## src/rtl/sp_pkg.sv

```systemverilog
`timescale 1ns/1ps
package sp_pkg;

  typedef enum logic [1:0] {
    MD_IDLE   = 2'b00,
    MD_U8     = 2'b01,
    MD_U9_FIX = 2'b10,
    MD_U9_VAR = 2'b11
  } sp_mode_e;

  typedef struct packed {
    sp_mode_e mode;
    logic     filt;
    logic     rx_en;
    logic     tx9;
    logic     rx9;
    logic     tx_flag;
    logic     rx_flag;
  } sp_ctl_t;

  function automatic logic is_nine(sp_mode_e m);
    return (m == MD_U9_FIX) || (m == MD_U9_VAR);
  endfunction

  // bits in one frame, start and stop included
  function automatic int unsigned frame_len(logic nine);
    return nine ? 11 : 10;
  endfunction

  function automatic logic vote3(logic [2:0] s);
    return (s[0] & s[1]) | (s[0] & s[2]) | (s[1] & s[2]);
  endfunction

  // receive-flag gate: ninth-bit filter or stop-bit filter
  function automatic logic rx_keep(logic nine, logic filt, logic ninth, logic stop);
    if (nine) return !filt || ninth;
    return !filt || stop;
  endfunction

endpackage

```

## src/rtl/sp_tick_gen.sv

```systemverilog
`timescale 1ns/1ps
module sp_tick_gen
  import sp_pkg::*;
#(
  parameter int OSR      = 16,
  parameter int FAST_DIV = 32,
  parameter int SLOW_DIV = 64
) (
  input  logic     clk,
  input  logic     rst_n,
  input  sp_mode_e mode,
  input  logic     div_fast,
  input  logic     ext_tick,
  output logic     os_tick
);
  localparam int FAST_PC = FAST_DIV / OSR;
  localparam int SLOW_PC = SLOW_DIV / OSR;
  localparam int CW      = $clog2(SLOW_PC + 1);

  logic [CW-1:0] cnt;
  logic [CW-1:0] lim;
  logic          fixed;

  assign fixed = (mode == MD_U9_FIX);
  assign lim   = div_fast ? CW'(FAST_PC - 1) : CW'(SLOW_PC - 1);

  always_ff @(posedge clk) begin
    if (!rst_n || !fixed) cnt <= '0;
    else if (cnt >= lim)  cnt <= '0;
    else                  cnt <= cnt + 1'b1;
  end

  assign os_tick = fixed ? (cnt >= lim) : ext_tick;
endmodule

```

## src/rtl/sp_tx.sv

```systemverilog
`timescale 1ns/1ps
module sp_tx
  import sp_pkg::*;
#(
  parameter int OSR = 16
) (
  input  logic       clk,
  input  logic       rst_n,
  input  logic       os_tick,
  input  logic       start,
  input  logic       nine,
  input  logic       tx9,
  input  logic [7:0] din,
  output logic       txd,
  output logic       busy,
  output logic       done
);
  localparam int OW = $clog2(OSR);
  localparam logic [OW-1:0] OS_LAST = OW'(OSR - 1);

  logic [10:0]   sh;
  logic [OW-1:0] os_cnt;
  logic [3:0]    bit_cnt;
  logic          nine_q;
  logic          bit_end;
  logic          last_bit;

  assign bit_end  = busy && os_tick && (os_cnt == OS_LAST);
  assign last_bit = (bit_cnt == 4'(frame_len(nine_q) - 1));
  assign done     = bit_end && last_bit && !start;
  assign txd      = busy ? sh[0] : 1'b1;

  always_ff @(posedge clk) begin
    if (!rst_n) begin
      sh      <= '1;
      os_cnt  <= '0;
      bit_cnt <= '0;
      busy    <= 1'b0;
      nine_q  <= 1'b0;
    end else if (start) begin
      sh      <= {1'b1, (nine ? tx9 : 1'b1), din, 1'b0};
      os_cnt  <= '0;
      bit_cnt <= '0;
      busy    <= 1'b1;
      nine_q  <= nine;
    end else if (busy && os_tick) begin
      if (os_cnt == OS_LAST) begin
        os_cnt <= '0;
        if (last_bit) begin
          busy <= 1'b0;
          sh   <= '1;
        end else begin
          sh      <= {1'b1, sh[10:1]};
          bit_cnt <= bit_cnt + 1'b1;
        end
      end else begin
        os_cnt <= os_cnt + 1'b1;
      end
    end
  end
endmodule

```

## src/rtl/sp_rx.sv

```systemverilog
`timescale 1ns/1ps
module sp_rx
  import sp_pkg::*;
#(
  parameter int OSR = 16
) (
  input  logic       clk,
  input  logic       rst_n,
  input  logic       os_tick,
  input  logic       en,
  input  logic       nine,
  input  logic       rxd_s,
  output logic       frame_end,
  output logic [7:0] data,
  output logic       ninth,
  output logic       stop
);
  localparam int MID = OSR / 2;
  localparam int OW  = $clog2(OSR);
  localparam logic [OW-1:0] V0      = OW'(MID - 1);
  localparam logic [OW-1:0] V1      = OW'(MID);
  localparam logic [OW-1:0] V2      = OW'(MID + 1);
  localparam logic [OW-1:0] OS_LAST = OW'(OSR - 1);

  logic          active, armed, nine_q;
  logic [OW-1:0] os_cnt;
  logic [3:0]    bit_cnt;
  logic [1:0]    smp;
  logic [8:0]    sh;
  logic          vote_now, v, is_last;

  assign vote_now  = active && os_tick && (os_cnt == V2);
  assign v         = vote3({rxd_s, smp});
  assign is_last   = (bit_cnt == 4'(frame_len(nine_q) - 1));
  assign frame_end = vote_now && en && is_last;
  assign stop      = v;
  assign data      = nine_q ? sh[7:0] : sh[8:1];
  assign ninth     = sh[8];

  always_ff @(posedge clk) begin
    if (!rst_n) begin
      active  <= 1'b0;
      armed   <= 1'b0;
      nine_q  <= 1'b0;
      os_cnt  <= '0;
      bit_cnt <= '0;
      smp     <= '0;
      sh      <= '0;
    end else if (!en) begin
      active <= 1'b0;
      armed  <= 1'b0;
    end else if (!active) begin
      if (os_tick) begin
        if (rxd_s) armed <= 1'b1;
        else if (armed) begin
          active  <= 1'b1;
          armed   <= 1'b0;
          os_cnt  <= OW'(1);
          bit_cnt <= '0;
          nine_q  <= nine;
        end
      end
    end else if (os_tick) begin
      if (os_cnt == V0) smp[0] <= rxd_s;
      if (os_cnt == V1) smp[1] <= rxd_s;
      if (os_cnt == V2) begin
        if (bit_cnt == 4'd0) begin
          if (v) active <= 1'b0;
        end else if (is_last) begin
          active <= 1'b0;
        end else begin
          sh <= {v, sh[8:1]};
        end
      end
      if (os_cnt == OS_LAST) begin
        os_cnt  <= '0;
        bit_cnt <= bit_cnt + 1'b1;
      end else begin
        os_cnt <= os_cnt + 1'b1;
      end
    end
  end
endmodule

```

## src/rtl/sp_uart.sv

```systemverilog
`timescale 1ns/1ps
module sp_uart
  import sp_pkg::*;
#(
  parameter int OSR      = 16,
  parameter int FAST_DIV = 32,
  parameter int SLOW_DIV = 64
) (
  input  logic       clk,
  input  logic       rst_n,
  input  logic       ctl_we,
  input  logic [7:0] ctl_wdata,
  output logic [7:0] ctl_rdata,
  input  logic       dat_we,
  input  logic [7:0] dat_wdata,
  output logic [7:0] dat_rdata,
  input  logic       baud_x16,
  input  logic       div_fast,
  input  logic       rxd,
  output logic       txd,
  output logic       irq
);
  sp_ctl_t    ctl;
  logic [1:0] rxd_sync;
  logic [7:0] rbuf;
  logic       os_tick, active_mode;
  logic       tx_start, tx_busy, tx_done;
  logic       rx_end, rx_ninth, rx_stop, rx_accept;
  logic [7:0] rx_data;

  assign active_mode = (ctl.mode != MD_IDLE);
  assign tx_start    = dat_we && active_mode;

  always_ff @(posedge clk) begin
    if (!rst_n) rxd_sync <= 2'b11;
    else        rxd_sync <= {rxd_sync[0], rxd};
  end

  sp_tick_gen #(.OSR(OSR), .FAST_DIV(FAST_DIV), .SLOW_DIV(SLOW_DIV)) u_tick (
    .clk(clk), .rst_n(rst_n), .mode(ctl.mode), .div_fast(div_fast),
    .ext_tick(baud_x16), .os_tick(os_tick)
  );

  sp_tx #(.OSR(OSR)) u_tx (
    .clk(clk), .rst_n(rst_n), .os_tick(os_tick), .start(tx_start),
    .nine(is_nine(ctl.mode)), .tx9(ctl.tx9), .din(dat_wdata),
    .txd(txd), .busy(tx_busy), .done(tx_done)
  );

  sp_rx #(.OSR(OSR)) u_rx (
    .clk(clk), .rst_n(rst_n), .os_tick(os_tick),
    .en(ctl.rx_en && active_mode), .nine(is_nine(ctl.mode)),
    .rxd_s(rxd_sync[1]), .frame_end(rx_end), .data(rx_data),
    .ninth(rx_ninth), .stop(rx_stop)
  );

  assign rx_accept = rx_end && rx_keep(is_nine(ctl.mode), ctl.filt, rx_ninth, rx_stop);

  // hardware set events take priority over a same-cycle host write
  always_ff @(posedge clk) begin
    if (!rst_n) begin
      ctl  <= '0;
      rbuf <= '0;
    end else begin
      if (ctl_we) ctl <= sp_ctl_t'(ctl_wdata);
      if (tx_done) ctl.tx_flag <= 1'b1;
      if (rx_accept) begin
        ctl.rx_flag <= 1'b1;
        ctl.rx9     <= is_nine(ctl.mode) ? rx_ninth : rx_stop;
        rbuf        <= rx_data;
      end
    end
  end

  assign ctl_rdata = ctl;
  assign dat_rdata = rbuf;
  assign irq       = ctl.tx_flag | ctl.rx_flag;
endmodule

```

## config.mk

```make
export PLATFORM = sky130hd
export DESIGN_NAME = sp_uart
export DESIGN_NICKNAME = d
export VERILOG_FILES = /design/src/rtl/sp_pkg.sv /design/src/rtl/sp_tick_gen.sv /design/src/rtl/sp_tx.sv /design/src/rtl/sp_rx.sv /design/src/rtl/sp_uart.sv
export SDC_FILE = /design/constraint.sdc
export NUM_CORES = 1
export LEC_CHECK = 0
export BUFFER_PORTS_ARGS = -buffer_cell sky130_fd_sc_hd__buf_4
export CORE_MARGIN = 3
export CORE_UTILIZATION = 51
export DETAILED_ROUTE_END_ITERATION = 10
export GPL_TIMING_DRIVEN = 0
export PLACE_DENSITY = 0.71
export SYNTH_ARGS = -nofsm -noshare
export SYNTH_HDL_FRONTEND = slang
export SYNTH_SLANG_ARGS = --single-unit
```

## constraint.sdc

```tcl
create_clock -name clk -period 1.68 [get_ports clk]
set_input_delay 0.168 -clock clk [delete_from_list [all_inputs] [get_ports clk]]
set_output_delay 0.168 -clock clk [all_outputs]
set_load 0.005 [all_outputs]
```

# [Word level (Yosys, flattened, before mapping)]
# Index checks and enable logic that the tools add are counted.
[totals] reg_bits=64 inputBits=23 output_inout_bits=18 word_cells=142
[classes] n_addsub=7 n_lt_le_gt_ge=1 eq_ne=11 muxes=46 n_bitwise=12 n_reduce_logical=41
[ops] operator="two-way mux 4 bit" count=13
[ops] operator="two-way mux 10 bit" count=4
[ops] operator="two-way mux 1 bit" count=26
[ops] operator="adder 4 x 1 -> 4 bit (second input constant)" count=4
[ops] operator="== test 4 bit (second input constant)" count=4
[ops] operator="nonzero test 2 bit" count=7
[ops] operator="AND reduction 4 bit" count=3
[ops] operator="logical AND 1 bit" count=11
[ops] operator="AND reduction 5 bit" count=2
[ops] operator="== test 4 bit" count=2
[ops] operator="two-way mux 8 bit" count=1
[ops] operator="AND reduction 2 bit" count=4
[ops] operator="subtractor 4 x 1 -> 4 bit (second input constant)" count=2
[ops] operator="inverter 1 bit" count=6
[ops] operator="AND reduction 3 bit" count=2
[ops] operator="AND reduction 6 bit" count=1
[ops] operator="== test 2 bit (second input constant)" count=2
[ops] operator="== test 4 x 3 -> 1 bit (second input constant)" count=1
[ops] operator="logical NOT 1 bit" count=4
[ops] operator="logical NOT 4 bit" count=1
[ops] operator="logical OR 1 bit" count=4
[ops] operator="OR reduction 2 bit" count=2
[ops] operator="adder 3 x 1 -> 3 bit (second input constant)" count=1
[ops] operator="bitwise AND 1 bit" count=3
[ops] operator="6 further kinds" count=8

# [Logic depth before layout (Yosys ltp)]
[depth] depth_word=9 ltp_mapped=8

# [Hierarchy]
# A second synthesis with hierarchy kept.
[unflattened] cells_unflattened=352 area_unflattened_um2=3218.1
[by_module_without_submodules] mod="sp_rx" instances=1 cells_per_inst=132 area_each_um2=1192.4 seq_area_each_um2=440.4
[by_module_without_submodules] mod="sp_tx" instances=1 cells_per_inst=111 area_each_um2=973.4 seq_area_each_um2=400.4
[by_module_without_submodules] mod="sp_uart" instances=1 cells_per_inst=95 area_each_um2=902.1 seq_area_each_um2=360.3
[by_module_without_submodules] mod="sp_tick_gen" instances=1 cells_per_inst=14 area_each_um2=150.1 seq_area_each_um2=60.1

# [Worst setup path before layout]
# Ideal clock, no wire load.
[synth_timing] path_type="reg-to-reg" from="register u_rx.bit_cnt[0]" to="register ctl (netlist bit ctl_rdata[2])" t_arrival_ns=1.656 required_time_ns=1.594 path_slack_ns=-0.062 stages_incl_launch_ff=7 n_path_buf=1 path_cell_list="dfxtp_1 -> or3b_1 -> a211o_1 -> nor4_4 -> buf_6 -> nand2_2 -> a221oi_2"
[synth_via] elab_chain_len=4 word_cells_on_any_way=5 classes_between="eq/ne: 1; mux: 1; reduce/logical: 3"
[synth_rtl] element="from (decl)" line="sp_rx.sv:27" text="logic [3:0] bit_cnt;"
[synth_rtl] element="from (signal assigned)" line="sp_rx.sv:77" text="bit_cnt <= bit_cnt + 1'b1;"
[synth_rtl] element="== test 4 bit *" line="sp_rx.sv:34" text="assign is_last = (bit_cnt == 4'(frame_len(nine_q) - 1));"
[synth_rtl] element="logical AND 1 bit *" line="sp_rx.sv:35" text="assign frame_end = vote_now && en && is_last;"
[synth_rtl] element="logical AND 1 bit *" line="sp_uart.sv:57" text="assign rx_accept = rx_end && rx_keep(is_nine(ctl.mode), ctl.filt, rx_ninth, rx_stop);"
[synth_rtl] element="two-way mux 1 bit / nonzero test 2 bit (equally long branches)"
[synth_rtl] element="to (signal assigned)" line="sp_uart.sv:65" text="if (ctl_we) ctl <= sp_ctl_t'(ctl_wdata);"
[synth_rtl] element="to (decl)" line="sp_uart.sv:23" text="sp_ctl_t ctl;"
# Mark *: on every way between the ends. The rest lies on a longest branch, timed or not.
# A chain may end at the register's enable or synchronous reset.

# [Worst setup path after layout]
[layout_timing] from="register u_tick.cnt[1]" to="register u_rx.bit_cnt[3]"
[layout_via] elab_chain_len=3
[layout_rtl] element="from (decl)" line="sp_tick_gen.sv:20" text="logic [CW-1:0] cnt;"
[layout_rtl] element="from (signal assigned)" line="sp_tick_gen.sv:30" text="else cnt <= cnt + 1'b1;"
[layout_rtl] element="greater-or-equal comparator 3 bit" line="sp_tick_gen.sv:33" text="assign os_tick = fixed ? (cnt >= lim) : ext_tick;"
[layout_rtl] element="two-way mux 1 bit" line="sp_tick_gen.sv:33"
[layout_rtl] element="AND reduction 5 bit (no line)"
# No other way between the ends.

==> qor.txt <==
Most numerous cell types in the synthesized netlist: sky130_fd_sc_hd__dfxtp_1 (63), sky130_fd_sc_hd__nand2_1 (39), sky130_fd_sc_hd__nor2_1 (36)
Hold Path Cell Cnt: 3
Final antenna-violating net count: 0
Number of standard cells in the layout, taps in and fillers out: 495
Post-synth top area share: 41.67%
Via count of the routed design: 2833
Fraction of the mapped netlist area in simple logic gates: 21.70%
Reg2Reg Depth: 8
Placeable core region: 5608 µm²
Total of buffers placed on input and output ports: 38
Total power consumption of the routed design: 0.003301 W
Die boundary height: 83.04 µm
Endpoint with the worst hold slack: ctl_rdata[3]
Number of enable-type register cells in the synthesized netlist: 0
Die X: 83.04 µm
Synth unique cells: 53
CTS Buf Count: 9
Pre-CTS setup slack: -0.3954 ns
Type of the most critical hold path: primary input to flip-flop
Global-route wire length before repair: 13230 µm
Achievable clock frequency: 527.6 MHz
Reg power frac: 47.3%
Final design instance area without fill: 4169 µm²
Avg WL per Cell: 16.61 µm
Reg-to-reg critical path startpoint: u_tick.cnt[1]
Syn_nets: 374
Hold path startpoint: ctl_wdata[3]
Fin. Hold Viols: 0
Total number of placement rows: 27
Combinational family with the most area after synthesis: simple AND/OR/NAND/NOR gates
Fin crit share: 112.8%
Worst relative slew slack: 52.91%
Area share of xor/xnor cells in the synthesized design: 2.315%
Async SR Flop Fraction: 0%
Remaining DRCs: 0
Initial Util: 53.97%
Leakage: 1.590 nW
Worst r2r dst: u_rx.bit_cnt[3]
Flip-flop cell with the highest count after synthesis: sky130_fd_sc_hd__dfxtp_1
N_diodes: 0
Register area share after synthesis: 41.67%
Ratio of cells with drive above 1 in the final layout: 35.93%
Clock Path Buffers: 2
Combinational Power Share: 11.2%
Startpoint types: flip-flop
Kind of end point of the critical path: flip-flop
Internal power summed over all cells: 0.002479 W
Clk slew on worst S/H paths: 0.07 ns
Worst endpoint required time: 1.94 ns
Violated checks: negative setup slack
Via count of the first global-routing pass: 2741
H-tree lvl count: 3
Cell at the root of the clock tree: sky130_fd_sc_hd__clkbuf_8
Arr. time, crit path: 2.16 ns
Setup skew after layout: 0.01072 ns
Average instance area after synthesis: 8.850 µm²
Clock latency of the later-clocked register in the worst-skew pair: 0.34 ns
Most numerous cell in the Yosys netlist: sky130_fd_sc_hd__dfxtp_1
Overflow left after global routing: 0
Post-synthesis compound-gate area fraction: 18.97%
Pin count of the biggest net entering global routing: 12
Fin worst setup slack: -0.2155 ns
Mux share of post-synthesis cell area: 7.276%
Delay contributed by the slowest stage of the critical path: 0.34 ns
Count of synthesis-stage warnings from yosys: 0
Placed instance area: 3433 µm²
Top cells by area in the synthesized netlist: sky130_fd_sc_hd__dfxtp_1 (42%), sky130_fd_sc_hd__mux2i_1 (7.3%), sky130_fd_sc_hd__nand2_1 (4.8%)
Number of detailed-routing iterations run before antenna repair: 4
TritonCTS Sinks: 63
Max Cap Violations: 0
Unrepaired setup endpoints after global routing: yes
Final core utilization: 74.34%
Number of top-level pins: 41
Initial drt markers: 150
Max stage delay cell, worst path: sky130_fd_sc_hd__dfxtp_2
Final weighted congestion in routability-driven placement: 0.8319
Buffering stage count on the worst path with inverters included: 2
Post-synth top area cell: sky130_fd_sc_hd__dfxtp_1
Average via count per standard cell: 5.723
Register bit count reported by yosys: 63
Status: finished, violations left
Highest ir drop seen on vdd: 0.5564 mV
Count of placed standard cells including taps: 452
Share of power burned in the clock network: 41.4%
Adder-cell area share of the yosys netlist: 3.721%
Cell chain of the critical path: ha_4 > nor4b_4 > o2bb2ai_4 > buf_6 > buf_8 > nor4_2 > nand2b_1 > nor2_2
Fraction of power spent switching nets: 24.90%
WS Path Type: flip-flop to flip-flop
Crit Path Max Fanout: 6
Overall track demand over capacity in global routing: 23.35%
Kind of cell with the highest combined delay on the critical path: simple AND/OR/NAND/NOR gates
Total detailed-routing wirelength: 8221 µm
Min Tclk post-route: 1.896 ns
Antenna violations before repair: 0
Final HPWL from detailed placement: 5072 µm
Final #Nets: 450
CTS tree: done
P&R area growth vs syn: 37.74%
Slew at the pin with the worst max-slew slack: 0.7064 ns
Final Slew Violations: 0
R2R setup slack: -0.22 ns
Syn Inst Count: 342
Switch Pwr: 0.0008220 W
Number of endpoints failing setup at the final stage: 41
Areal power density over the cells: 791.8 nW/µm²
Filler instances: 417
Post-synthesis instance area: 3027 µm²
Die area: 6895 µm²
## power groups by stage
stage	registers [W]	clock network [W]	logic (W)
after CTS	0.00156	0.00139	0.000313
after detailed placement	0.00159	0	0.000260
after global placement	0.00159	0	0.000255
final	0.00156	0.00137	0.000371
after floorplan	0.00158	0	0.000159
after global routing	0.00157	0.00147	0.000404
## cells in the final DEF, fill, tap and decap left out, types with 11 or more instances in the layout
master | netlist | layout
sky130_fd_sc_hd__nand2_1 | 39 | 32
sky130_fd_sc_hd__buf_6 | 2 | 16
sky130_fd_sc_hd__dfxtp_1 | 63 | 59
sky130_fd_sc_hd__nand3_1 | 16 | 12
sky130_fd_sc_hd__clkbuf_8 | 0 | 11
sky130_fd_sc_hd__nor2_1 | 36 | 30
sky130_fd_sc_hd__buf_4 | 2 | 53
sky130_fd_sc_hd__a21oi_1 | 14 | 13
sky130_fd_sc_hd__o21ai_0 | 20 | 13
sky130_fd_sc_hd__mux2i_1 | 22 | 22
## flip-flops by register name (all words and copies together), names as in the netlist
| signal | flops |
|---|---|
| u_tx.os_cnt | 4 |
| u_tx.sh | 10 |
| u_rx.active | 1 |
| u_rx.os_cnt | 4 |
| u_rx.nine_q | 1 |
| u_tx.busy | 1 |
| rxd_sync | 2 |
| u_tick.cnt | 3 |
| u_rx.bit_cnt | 4 |
| u_tx.nine_q | 1 |
| dat_rdata | 8 |
| u_rx.smp | 2 |
| u_rx.sh | 9 |
| u_tx.bit_cnt | 4 |
| ctl_rdata | 8 |
| u_rx.armed | 1 |
## kinds of logic after synthesis
family                     count (synthesis)
xor gates and xnor gates                   8
buffers and inverters                     28
and+or+nand+nor                          131
DFF                                       63
muxes                                     22
adders and majority gates                  9
AOI/OAI and AO/OA                         81
## stage by stage
step	hold slack (ns)	TNS (ns)
3_5_place_dp	0.3558	-9.932
5_1_grt	0.06875	-9.648
3_3_place_gp	0.3493	-9.824
2_1_floorplan	0.2695	-0.05239
6_report	0.06301	-5.795
4_1_cts	0.06134	-2.941
## what timing repair did
action / in CTS / in global routing
hold endpoints to repair: 1 / 0
setup endpoints to repair: 51 / 47
gates resized for setup: 45 / 44
pin swaps: 16 / 26
gates cloned: 3 / 1
setup buffers: 17 / 9
hold buffers: 1 / 0
## worst min-delay path, stage by stage
cell                      delay (ns)
sky130_fd_sc_hd__buf_4          0.08
sky130_fd_sc_hd__mux2i_1        0.05
sky130_fd_sc_hd__nor2_1         0.08
## how the worst max path moves through the flow
stage	slack, ns	to	cells past startpoint	start
2_1_floorplan	-0.03	ctl_rdata[2]	6	u_rx.bit_cnt[0]
3_3_place_gp	-0.37	u_rx.bit_cnt[0]	5	ctl_rdata[6]
4_1_cts	-0.18	dat_rdata[3]	6	u_rx.bit_cnt[0]
6_report	-0.22	u_rx.bit_cnt[3]	8	u_tick.cnt[1]
5_1_grt	-0.29	u_rx.sh[1]	8	u_tick.cnt[1]
3_5_place_dp	-0.40	u_rx.bit_cnt[1]	5	ctl_rdata[6]
## cell type report
cell class                 count  area (µm²)  area share (%)
inverter                       8       30.03          0.7203
timing repair buffer          66       538.0           12.91
clock buffer                  12       155.1           3.721
sequential                    63        1271           30.49
buffer                        19       126.4           3.031
multi-input combinational    251        1904           45.68
tap                           72       90.09           2.161
clock inverter                 4       53.80           1.291
## layer usage
layer / routed length (µm) / track usage (%)
met1: 3546 / 30.06
met2: 4129 / 37.46
met3: 415 / 6.250
met4: 130 / 8.618
met5: 0 / 0
(Power assumes the default switching activity.)
